`config.mk`:
```
export PLATFORM = sky130hd
export DESIGN_NAME = hb_deadtime_ctrl
export DESIGN_NICKNAME = d
export VERILOG_FILES = /design/src/rtl/hbd_pkg.sv /design/src/rtl/hbd_sync.sv /design/src/rtl/hbd_uvlo.sv /design/src/rtl/hbd_seq.sv /design/src/rtl/hb_deadtime_ctrl.sv
export SDC_FILE = /design/constraint.sdc
export NUM_CORES = 1
export LEC_CHECK = 0
export BUFFER_PORTS_ARGS = -buffer_cell sky130_fd_sc_hd__clkbuf_2
export CAP_MARGIN = 20
export CELL_PAD_IN_SITES_DETAIL_PLACEMENT = 0
export CELL_PAD_IN_SITES_GLOBAL_PLACEMENT = 2
export CORE_ASPECT_RATIO = 2
export CORE_MARGIN = 3
export CORE_UTILIZATION = 33
export DETAILED_ROUTE_END_ITERATION = 6
export PLACE_DENSITY_LB_ADDON = 0.1
export SYNTH_ARGS = -nofsm -noshare
export SYNTH_HDL_FRONTEND = slang
export SYNTH_SLANG_ARGS = --single-unit
```
`constraint.sdc`:
```
create_clock -name clk -period 5.74 [get_ports clk]
set_input_delay 0.574 -clock clk [delete_from_list [all_inputs] [get_ports clk]]
set_output_delay 0.574 -clock clk [all_outputs]
set_load 0.02 [all_outputs]
```
`src/rtl/hbd_pkg.sv`:
```
package hbd_pkg;

   typedef enum logic [1:0] {
      ST_WAIT = 2'd0,
      ST_DEAD = 2'd1,
      ST_HS   = 2'd2,
      ST_LS   = 2'd3
   } hbd_state_e;

   typedef enum logic [1:0] {
      SIDE_NONE = 2'd0,
      SIDE_HS   = 2'd1,
      SIDE_LS   = 2'd2
   } hbd_side_e;

endpackage

```
`src/rtl/hbd_sync.sv`:
```
module hbd_sync #(
   parameter int               WIDTH   = 1,
   parameter int               STAGES  = 2,
   parameter logic [WIDTH-1:0] RST_VAL = '0
) (
   input  logic             clk,
   input  logic             rst_n,
   input  logic [WIDTH-1:0] d,
   output logic [WIDTH-1:0] q
);

   if (STAGES < 2) begin : g_bad_stages
      $error("hbd_sync: STAGES must be at least 2");
   end

   logic [WIDTH-1:0] stg [STAGES];

   for (genvar i = 0; i < STAGES; i++) begin : g_stage
      if (i == 0) begin : g_first
         always_ff @(posedge clk or negedge rst_n) begin
            if (!rst_n) stg[i] <= RST_VAL;
            else        stg[i] <= d;
         end
      end else begin : g_next
         always_ff @(posedge clk or negedge rst_n) begin
            if (!rst_n) stg[i] <= RST_VAL;
            else        stg[i] <= stg[i-1];
         end
      end
   end

   assign q = stg[STAGES-1];

endmodule

```
`src/rtl/hbd_uvlo.sv`:
```
module hbd_uvlo #(
   parameter int CODE_W = 8
) (
   input  logic              clk,
   input  logic              rst_n,
   input  logic [CODE_W-1:0] code,
   input  logic [CODE_W-1:0] trip_th,
   input  logic [CODE_W-1:0] rel_th,
   output logic              lock
);

   if (CODE_W < 2) begin : g_bad_width
      $error("hbd_uvlo: CODE_W too small");
   end

   logic lock_q;
   logic below_trip;
   logic below_rel;

   assign below_trip = code < trip_th;
   assign below_rel  = code < rel_th;

   always_ff @(posedge clk or negedge rst_n) begin
      if (!rst_n)      lock_q <= 1'b1;
      else if (lock_q) lock_q <= below_rel;
      else             lock_q <= below_trip;
   end

   assign lock = lock_q;

   assert_hold_released_R7: assert property (@(posedge clk) disable iff (!rst_n)
      (!lock && !below_trip) |=> !lock);

   assert_hold_locked_R7: assert property (@(posedge clk) disable iff (!rst_n)
      (lock && below_rel) |=> lock);

endmodule

```
`src/rtl/hbd_seq.sv`:
```
module hbd_seq
   import hbd_pkg::*;
#(
   parameter int DT_W   = 5,
   parameter int TO_W   = 8,
   parameter int DT_MIN = 9,
   parameter int DT_MAX = 20
) (
   input  logic            clk,
   input  logic            rst_n,
   input  logic            pwm_s,
   input  logic            hs_low_s,
   input  logic            ls_low_s,
   input  logic            uv_main,
   input  logic            uv_boot,
   input  logic [DT_W-1:0] dead_cycles,
   input  logic [TO_W-1:0] fb_timeout,
   input  logic            fault_clr,
   output logic            hs_en,
   output logic            ls_en,
   output logic            fault
);

   localparam logic [DT_W-1:0] DT_LO = DT_W'(DT_MIN);
   localparam logic [DT_W-1:0] DT_HI = DT_W'(DT_MAX);
   localparam logic [TO_W-1:0] TO_ONE = TO_W'(1);

   if (DT_MIN < 1 || DT_MIN > DT_MAX) begin : g_bad_range
      $error("hbd_seq: dead-time range is empty");
   end
   if (DT_MAX >= (1 << DT_W)) begin : g_bad_dtw
      $error("hbd_seq: DT_W too narrow for DT_MAX");
   end

   hbd_state_e      state_q, state_d;
   hbd_side_e       side_q, side_d;
   hbd_side_e       tgt;
   logic [DT_W-1:0] dt_eff, dt_cnt_q, dt_cnt_d;
   logic [TO_W-1:0] to_eff, to_cnt_q, to_cnt_d;
   logic            fault_q, fault_d;
   logic            out_low;
   logic            wait_fb;
   logic            timeout_hit;

   // dead time and timeout after clamping
   always_comb begin
      if (dead_cycles < DT_LO)      dt_eff = DT_LO;
      else if (dead_cycles > DT_HI) dt_eff = DT_HI;
      else                          dt_eff = dead_cycles;
      to_eff = (fb_timeout == '0) ? TO_ONE : fb_timeout;
   end

   // requested side
   always_comb begin
      tgt = SIDE_NONE;
      if (!uv_main && !fault_q) begin
         if (pwm_s) begin
            if (!uv_boot) tgt = SIDE_HS;
         end else begin
            tgt = SIDE_LS;
         end
      end
      // feedback of the gate that must be off before tgt turns on
      out_low = (tgt == SIDE_HS) ? ls_low_s : hs_low_s;
   end

   assign wait_fb     = (state_q == ST_WAIT) && (tgt != SIDE_NONE) && !out_low;
   assign timeout_hit = wait_fb && (to_cnt_q == to_eff - TO_ONE);

   always_comb begin
      state_d  = state_q;
      side_d   = side_q;
      dt_cnt_d = dt_cnt_q;
      unique case (state_q)
         ST_HS: if (tgt != SIDE_HS) state_d = ST_WAIT;
         ST_LS: if (tgt != SIDE_LS) state_d = ST_WAIT;
         ST_DEAD: begin
            if (tgt != side_q) begin
               state_d = ST_WAIT;
            end else if (dt_cnt_q == dt_eff - DT_W'(1)) begin
               state_d = (side_q == SIDE_HS) ? ST_HS : ST_LS;
            end else begin
               dt_cnt_d = dt_cnt_q + DT_W'(1);
            end
         end
         default: begin
            if (tgt != SIDE_NONE && out_low) begin
               state_d  = ST_DEAD;
               side_d   = tgt;
               dt_cnt_d = '0;
            end
         end
      endcase
      to_cnt_d = wait_fb ? to_cnt_q + TO_W'(1) : '0;
      if (timeout_hit)    fault_d = 1'b1;
      else if (fault_clr) fault_d = 1'b0;
      else                fault_d = fault_q;
   end

   always_ff @(posedge clk or negedge rst_n) begin
      if (!rst_n) begin
         state_q  <= ST_WAIT;
         side_q   <= SIDE_NONE;
         dt_cnt_q <= '0;
         to_cnt_q <= '0;
         fault_q  <= 1'b0;
      end else begin
         state_q  <= state_d;
         side_q   <= side_d;
         dt_cnt_q <= dt_cnt_d;
         to_cnt_q <= timeout_hit ? '0 : to_cnt_d;
         fault_q  <= fault_d;
      end
   end

   assign hs_en = (state_q == ST_HS);
   assign ls_en = (state_q == ST_LS);
   assign fault = fault_q;

   assert_hs_after_ls_off_R2: assert property (@(posedge clk) disable iff (!rst_n)
      $rose(hs_en) |-> ($past(!ls_en) && $past(!ls_en, 2)));

   assert_ls_after_hs_off_R3: assert property (@(posedge clk) disable iff (!rst_n)
      $rose(ls_en) |-> ($past(!hs_en) && $past(!hs_en, 2)));

   assert_dead_hold_R4: assert property (@(posedge clk) disable iff (!rst_n)
      (state_q == ST_DEAD && tgt == side_q && dt_cnt_q < dt_eff - DT_W'(1))
      |=> (!hs_en && !ls_en));

   assert_main_uv_off_R5: assert property (@(posedge clk) disable iff (!rst_n)
      uv_main |=> (!hs_en && !ls_en));

   assert_boot_uv_hs_off_R6: assert property (@(posedge clk) disable iff (!rst_n)
      uv_boot |=> !hs_en);

   assert_fault_off_R9: assert property (@(posedge clk) disable iff (!rst_n)
      fault |-> (!hs_en && !ls_en));

   assert_fault_sticky_R9: assert property (@(posedge clk) disable iff (!rst_n)
      (fault && !fault_clr) |=> fault);

endmodule

```
`src/rtl/hb_deadtime_ctrl.sv`:
```
module hb_deadtime_ctrl #(
   parameter int CODE_W      = 8,
   parameter int DT_W        = 5,
   parameter int TO_W        = 8,
   parameter int DT_MIN      = 9,
   parameter int DT_MAX      = 20,
   parameter int SYNC_STAGES = 2
) (
   input  logic              clk,
   input  logic              rst_n,
   input  logic              pwm_in,
   input  logic              hs_gate_low,
   input  logic              ls_gate_low,
   input  logic [CODE_W-1:0] vdd_code,
   input  logic [CODE_W-1:0] vboot_code,
   input  logic [CODE_W-1:0] vdd_trip_th,
   input  logic [CODE_W-1:0] vdd_rel_th,
   input  logic [CODE_W-1:0] vboot_trip_th,
   input  logic [CODE_W-1:0] vboot_rel_th,
   input  logic [DT_W-1:0]   dead_cycles,
   input  logic [TO_W-1:0]   fb_timeout,
   input  logic              fault_clr,
   output logic              hs_en,
   output logic              ls_en,
   output logic              fault
);

   localparam int N_SUP = 2;

   logic [2:0]        raw_in, syn_out;
   logic [CODE_W-1:0] sup_code [N_SUP];
   logic [CODE_W-1:0] sup_trip [N_SUP];
   logic [CODE_W-1:0] sup_rel  [N_SUP];
   logic [N_SUP-1:0]  sup_lock;

   assign raw_in = {hs_gate_low, ls_gate_low, pwm_in};

   hbd_sync #(
      .WIDTH   (3),
      .STAGES  (SYNC_STAGES),
      .RST_VAL (3'b110)
   ) u_sync (
      .clk   (clk),
      .rst_n (rst_n),
      .d     (raw_in),
      .q     (syn_out)
   );

   assign sup_code[0] = vdd_code;
   assign sup_trip[0] = vdd_trip_th;
   assign sup_rel[0]  = vdd_rel_th;
   assign sup_code[1] = vboot_code;
   assign sup_trip[1] = vboot_trip_th;
   assign sup_rel[1]  = vboot_rel_th;

   for (genvar s = 0; s < N_SUP; s++) begin : g_uvlo
      hbd_uvlo #(.CODE_W(CODE_W)) u_uvlo (
         .clk     (clk),
         .rst_n   (rst_n),
         .code    (sup_code[s]),
         .trip_th (sup_trip[s]),
         .rel_th  (sup_rel[s]),
         .lock    (sup_lock[s])
      );
   end

   hbd_seq #(
      .DT_W   (DT_W),
      .TO_W   (TO_W),
      .DT_MIN (DT_MIN),
      .DT_MAX (DT_MAX)
   ) u_seq (
      .clk         (clk),
      .rst_n       (rst_n),
      .pwm_s       (syn_out[0]),
      .hs_low_s    (syn_out[2]),
      .ls_low_s    (syn_out[1]),
      .uv_main     (sup_lock[0]),
      .uv_boot     (sup_lock[1]),
      .dead_cycles (dead_cycles),
      .fb_timeout  (fb_timeout),
      .fault_clr   (fault_clr),
      .hs_en       (hs_en),
      .ls_en       (ls_en),
      .fault       (fault)
   );

   assert_no_overlap_R1: assert property (@(posedge clk) disable iff (!rst_n)
      $countones({hs_en, ls_en}) <= 1);

   assert_reset_quiet_R10: assert property (@(posedge clk)
      !rst_n |-> (!hs_en && !ls_en && !fault));

endmodule

```
# Word level (Yosys, flattened, before mapping)
# Cells that the tools add are included.
# Widths: inputs -> output; s select.
[totals]
input_bits = 67
regBits = 26
[classes]
n_eq_ne = 15
add_sub_neg = 4
n_lt_le_gt_ge = 6
n_mux = 24
n_bitwise = 2
n_reduce_logical = 19
[op_table]
columns = ["cell", "count"]
rows = [
  ["$lt 8x8->1", 4],
  ["$mux 5", 5],
  ["$mux 8", 3],
  ["$mux 2", 7],
  ["$pmux 5 s2", 1],
  ["$add 8x1->8 const B", 1],
  ["$eq 8x8->1", 1],
  ["$logic_not 8->1", 1],
  ["$reduce_and 4->1", 2],
  ["$sub 8x1->8 const B", 1],
  ["$mux 1", 7],
  ["$eq 2x1->1 const B", 3],
  ["$ne 2x1->1 const B", 3],
  ["$ne 2x2->1 const B", 3],
  ["$pmux 2 s3", 1],
  ["$reduce_bool 2->1", 3],
  ["$add 5x1->5 const B", 1],
  ["$eq 5x5->1", 1],
  ["$gt 5x5->1 const B", 1],
  ["$logic_and 1x1->1", 5],
  ["$lt 5x4->1 const B", 1],
  ["$sub 5x1->5 const B", 1],
  ["$eq 2x2->1 const B", 2],
  ["$reduce_bool 4->1", 1],
  ["other kinds (8)", 11],
]

# Longest topological paths before layout
[logic_depth]
ltp_word = 9
depth_mapped = 10

# By module
# Synthesis repeated with hierarchy kept, for this count alone.
[hier_totals]
cells_unflattened = 244
hier_area_um2 = 2278.4
[by_module_without_submodules]
columns = ["module", "instances", "seq_area_each_um2", "area_each_um2", "cells_per_inst"]
rows = [
  ["hbd_seq", 1, 450.4, 1355.0, 145],
  ["hbd_uvlo", 2, 26.3, 372.9, 45],
  ["hbd_sync", 1, 155.1, 177.7, 9],
]

# Worst setup path after synthesis
# No wires, ideal clock.
[synth_timing]
path_type = "input to register"
start = "in fb_timeout[3]"
end = "reg u_seq.to_cnt_q[2]"
stages = 10
required_time_ns = 5.610
setup_slack_ns = 3.153
t_arrival_ns = 2.458
path_cell_list = "nor3_2 > and2_1 > a21oi_1 > ha_1 > xor2_1 > o2111ai_1 > a2111oi_0 > nand4b_1 > o21ai_2 > nor2_1"
[synth_via]
elab_chain_len = 6
[synth_rtl]
columns = ["element", "line", "text"]
rows = [
  ["from (decl)", "hb_deadtime_ctrl.sv:21", "input logic [TO_W-1:0] fb_timeout,"],
  ["$logic_not 8->1", "hbd_seq.sv:50", "to_eff = (fb_timeout == '0) ? TO_ONE : fb_timeout;"],
  ["$mux 8 (*)", "hbd_seq.sv:50", ""],
  ["$sub 8x1->8 (*)", "hbd_seq.sv:68", "assign timeout_hit = wait_fb && (to_cnt_q == to_eff - TO_ONE);"],
  ["$eq 8x8->1 (*)", "hbd_seq.sv:68", ""],
  ["$logic_and 1x1->1 (*)", "hbd_seq.sv:68", ""],
  ["$mux 8 (*)", "hbd_seq.sv:111", "to_cnt_q <= timeout_hit ? '0 : to_cnt_d;"],
  ["to (signal assigned)", "hbd_seq.sv:111", ""],
  ["to (decl)", "hbd_seq.sv:39", "logic [TO_W-1:0] to_eff, to_cnt_q, to_cnt_d;"],
]
# Mark *: on every way between the ends. The rest lies on a longest branch, timed or not.
# A chain may end at the register's enable or synchronous reset.

# Worst setup path after layout
[layout_timing]
start = "in fb_timeout[3]"
end = "reg u_seq.to_cnt_q[7]"
# Same word-level chain as after synthesis.

==> impl_metrics.toml <==
[run_status]
status = "finished clean"

[clock_tree]
post_cts_buffers = 0
clock_sinks = 26
cts_hold_buf = 0
cts_made_buffers = 3
htreeDepth = 1
cts_resized = 0
clkTransAtPathRegs_ns = 0.06
cts_root_buf = "clkbuf_16"
cts_tree = "done"
clk_latency_ns = 0.26
clockBufferDepth = 2

[sta]
slew_headroom_pct = 56.09
finalSetupTns_ns = 0
drv_slew = 0
fin_skew_ns = 0.002496
rsz0062_at_grt = "no"
setup_violations = 0
post-route-min-period_ns = 2.788
worstMarginPinSlew_ns = 0.6587
min_period_over_period_pct = 48.58
hold_viol_final = 0
max_freq_mhz = 358.6

[critical_path]
reg2reg_depth = 6
crit_path_end_kind = "flop"
crit_type = "input pin to flop"
path_cells = "clkbuf_2 > nor3_2 > and2_1 > a21oi_1 > ha_1 > xor2_1 > o2111ai_1 > a2111oi_0 > nand4b_1 > o21ai_2 > nor2_1"
worstPathArrival_ns = 2.92
critPathMaxStageDelay_ns = 0.40
required_ns = 5.87
startpoint_type = "input pin"
critPathMaxFanout = 8
cpMaxStageDelayCell = "a2111oi_0"

[placed_design]
routabilityCongestion = 0.7335
port_buffers = 69
dpl.hpwl_mm = 4.599
dp.cells = 416
dpl_cell_area_um2 = 2753

[global_routing]
grt_max_degree = 27
grt_antenna_before_repair = 0
grtUsageMet1_pct = 13.28
grt_util_met2_pct = 30.60
gr-usage-all-layers_pct = 14.38
grt_busiest_layer = "met2"
grt_first_pass_wirelength_mm = 9.101
overflow = 0
use_met3_pct = 1.986
first_global_vias = 2159

[power_and_ir_drop]
switching_power_mw = 0.2086
ir_drop_v = 0.00008322
power.share.clock_pct = 25.0
total_power_mw = 0.6192
powerDensity_nw_per_um2 = 218.7
share_seq_of_total_power_pct = 41.7
combPwrFrac_pct = 33.3
p_int_mw = 0.4106
p_leak_nw = 1.485
swShare_pct = 33.69

[floorplanning]
core-area_um2 = 6674
die_width_um = 65.00
io_pins = 70
dieArea_um2 = 8059
die_y_um = 124.0
row_count = 42
start_util_pct = 34.42

[finish]
final_cell_area_um2 = 2831
area.growth.synth_to_final_pct = 23.26
final_cell_mix = "clkbuf_2 (69), inv_1 (36), ha_1 (32), nor2_1 (20), dfrtp_1 (20)"
drive_gt1_share_pct = 26.81
post_layout_nonfiller_instances = 420
fillers = 742
nets = 432
n_antenna_cell = 0
final_common_cell = "clkbuf_2"

[logic_synthesis]
synth_flop_cell = "dfrtp_1"
ys_seq_area_share_pct = 28.65
ys_top_cells_by_area = "dfrtp_1 (22%), ha_1 (17%), dfstp_2 (6.9%), inv_1 (5.9%), o21ai_0 (3.9%)"
syn_inst = 259
avgSynthCellArea_um2 = 8.870
yosysUniqueCellTypes = 51
syn-cell-area_um2 = 2297
synth_mux_area_share_pct = 3.813
synth_nets = 358
synth_edf_count = 0
ys_ff_latch = 26
synthArstFlopShare_pct = 100.0
synth_compound_area_share_pct = 17.54
synth_top_family_by_area = "simple AND/OR/NAND/NOR gates"
synth_top_area_share_pct = 21.79
ys_warn_count = 0
synth.largest_area_cell = "dfrtp_1"
synth-xor-area-share_pct = 6.481
synth_fa_ha_area_share_pct = 17.43
synth_simple_gate_area_share_pct = 20.21

[drt]
routed_wl_mm = 5.284
drt-initial-drc-count = 57
vias_per_cell = 4.943
vias = 2076
post-route-drc-count = 0
dr.pass1.iters = 4
ant_nets = 0
wl_per_cell_um = 12.58

[flow_run]
maxCapViolCount = 0

[hold_path]
hold_path_class = "input pin to asynchronous set/reset pin"
-- cell usage after synthesis (all sizes together) (5+ instances only) --
cell type	instances
inv	36
ha	32
dfrtp	20
nor2	20
o21ai	19
nand2	15
nand3	10
xnor2	10
a21o	8
a21oi	8
nor2b	7
xor2	7
dfstp	6
mux2i	5
nand2b	5
-- path summary, 6_finish.rpt --
check,startpoint,to,slack (ns)
hold reg to reg,u_sync.stg[3],u_sync.q[0],0.35
setup reg to reg,u_seq.fault,u_seq.dt_cnt_q[3],3.58
hold / removal,rst_n,u_seq.to_cnt_q[7],0.34
max in group asynchronous,rst_n,u_seq.state_q[1],4.98
setup / recovery,fb_timeout[3],u_seq.to_cnt_q[7],2.95
min in group clk,u_sync.stg[3],u_sync.q[0],0.35
-- cells by family (layout without fill, tap and decap cells) --
kind of cell               Yosys count  after routing
and+or+nand+nor                     83             83
AOI/OAI and AO/OA                   57             57
buffers and inverters               36            109
adders and majority gates           32             32
DFF                                 26             26
xor gates and xnor gates            17             17
muxes                                8              8
-- through the flow --
| stage | util (%) | hold slack [ns] | worst slack, ns |
|---|---|---|---|
| 2_1_floorplan | - | 0.2784 | 3.153 |
| 3_3_place_gp | 41.24 | 0.3389 | 2.745 |
| 3_5_place_dp | 41.24 | 0.3402 | 2.666 |
| 4_1_cts | 42.43 | 0.3553 | 2.940 |
| 5_1_grt | 42.43 | 0.3614 | 2.691 |
| 6_report | 42.43 | 0.3384 | 2.952 |
-- worst max-delay path, delay by kind of cell --
| kind | cells | cell delay [ns] |
|---|---|---|
| AO/OA/AOI/OAI | 4 | 0.93 |
| AND/OR/NAND/NOR | 4 | 0.85 |
| adder cells (fa/ha/maj) | 1 | 0.30 |
| XOR/XNOR | 1 | 0.15 |
| buffers and inverters | 1 | 0.12 |
-- final cells by class --
| cell class | count | area (µm²) | area share, % |
|---|---|---|---|
| multi-input combinational | 197 | 1504 | 53.12 |
| sequential | 26 | 658.1 | 23.24 |
| tap | 88 | 110.1 | 3.889 |
| inverter | 36 | 135.1 | 4.772 |
| timing repair buffer | 69 | 345.3 | 12.20 |
| clock buffer | 4 | 78.83 | 2.784 |
-- metal layers --
layer	wire, µm	vias to the layer above
li1	-	1060
met1	1841	968
met2	3150	43
met3	227	5
met4	65	0
met5	0	-
-- flip-flops by register name, indices dropped and copies added, names as in the netlist --
name and cells:
u_seq.to_cnt_q 8, u_seq.fault 1, u_sync.q 3, u_seq.side_q 2, u_sync.stg 3, u_seq.dt_cnt_q 5, g_uvlo.u_uvlo.lock 2, u_seq.state_q 2
-- power by group through the flow --
| stage | combinational [mW] | sequential (mW) | clock (mW) |
|---|---|---|---|
| 3_5_place_dp | 0.211 | 0.261 | 0 |
| 6_report | 0.206 | 0.258 | 0.155 |
| 5_1_grt | 0.243 | 0.264 | 0.169 |
| 4_1_cts | 0.212 | 0.259 | 0.162 |
| 3_3_place_gp | 0.210 | 0.261 | 0 |
| 2_1_floorplan | 0.145 | 0.251 | 0 |
Power figures use the tool's default switching activity.
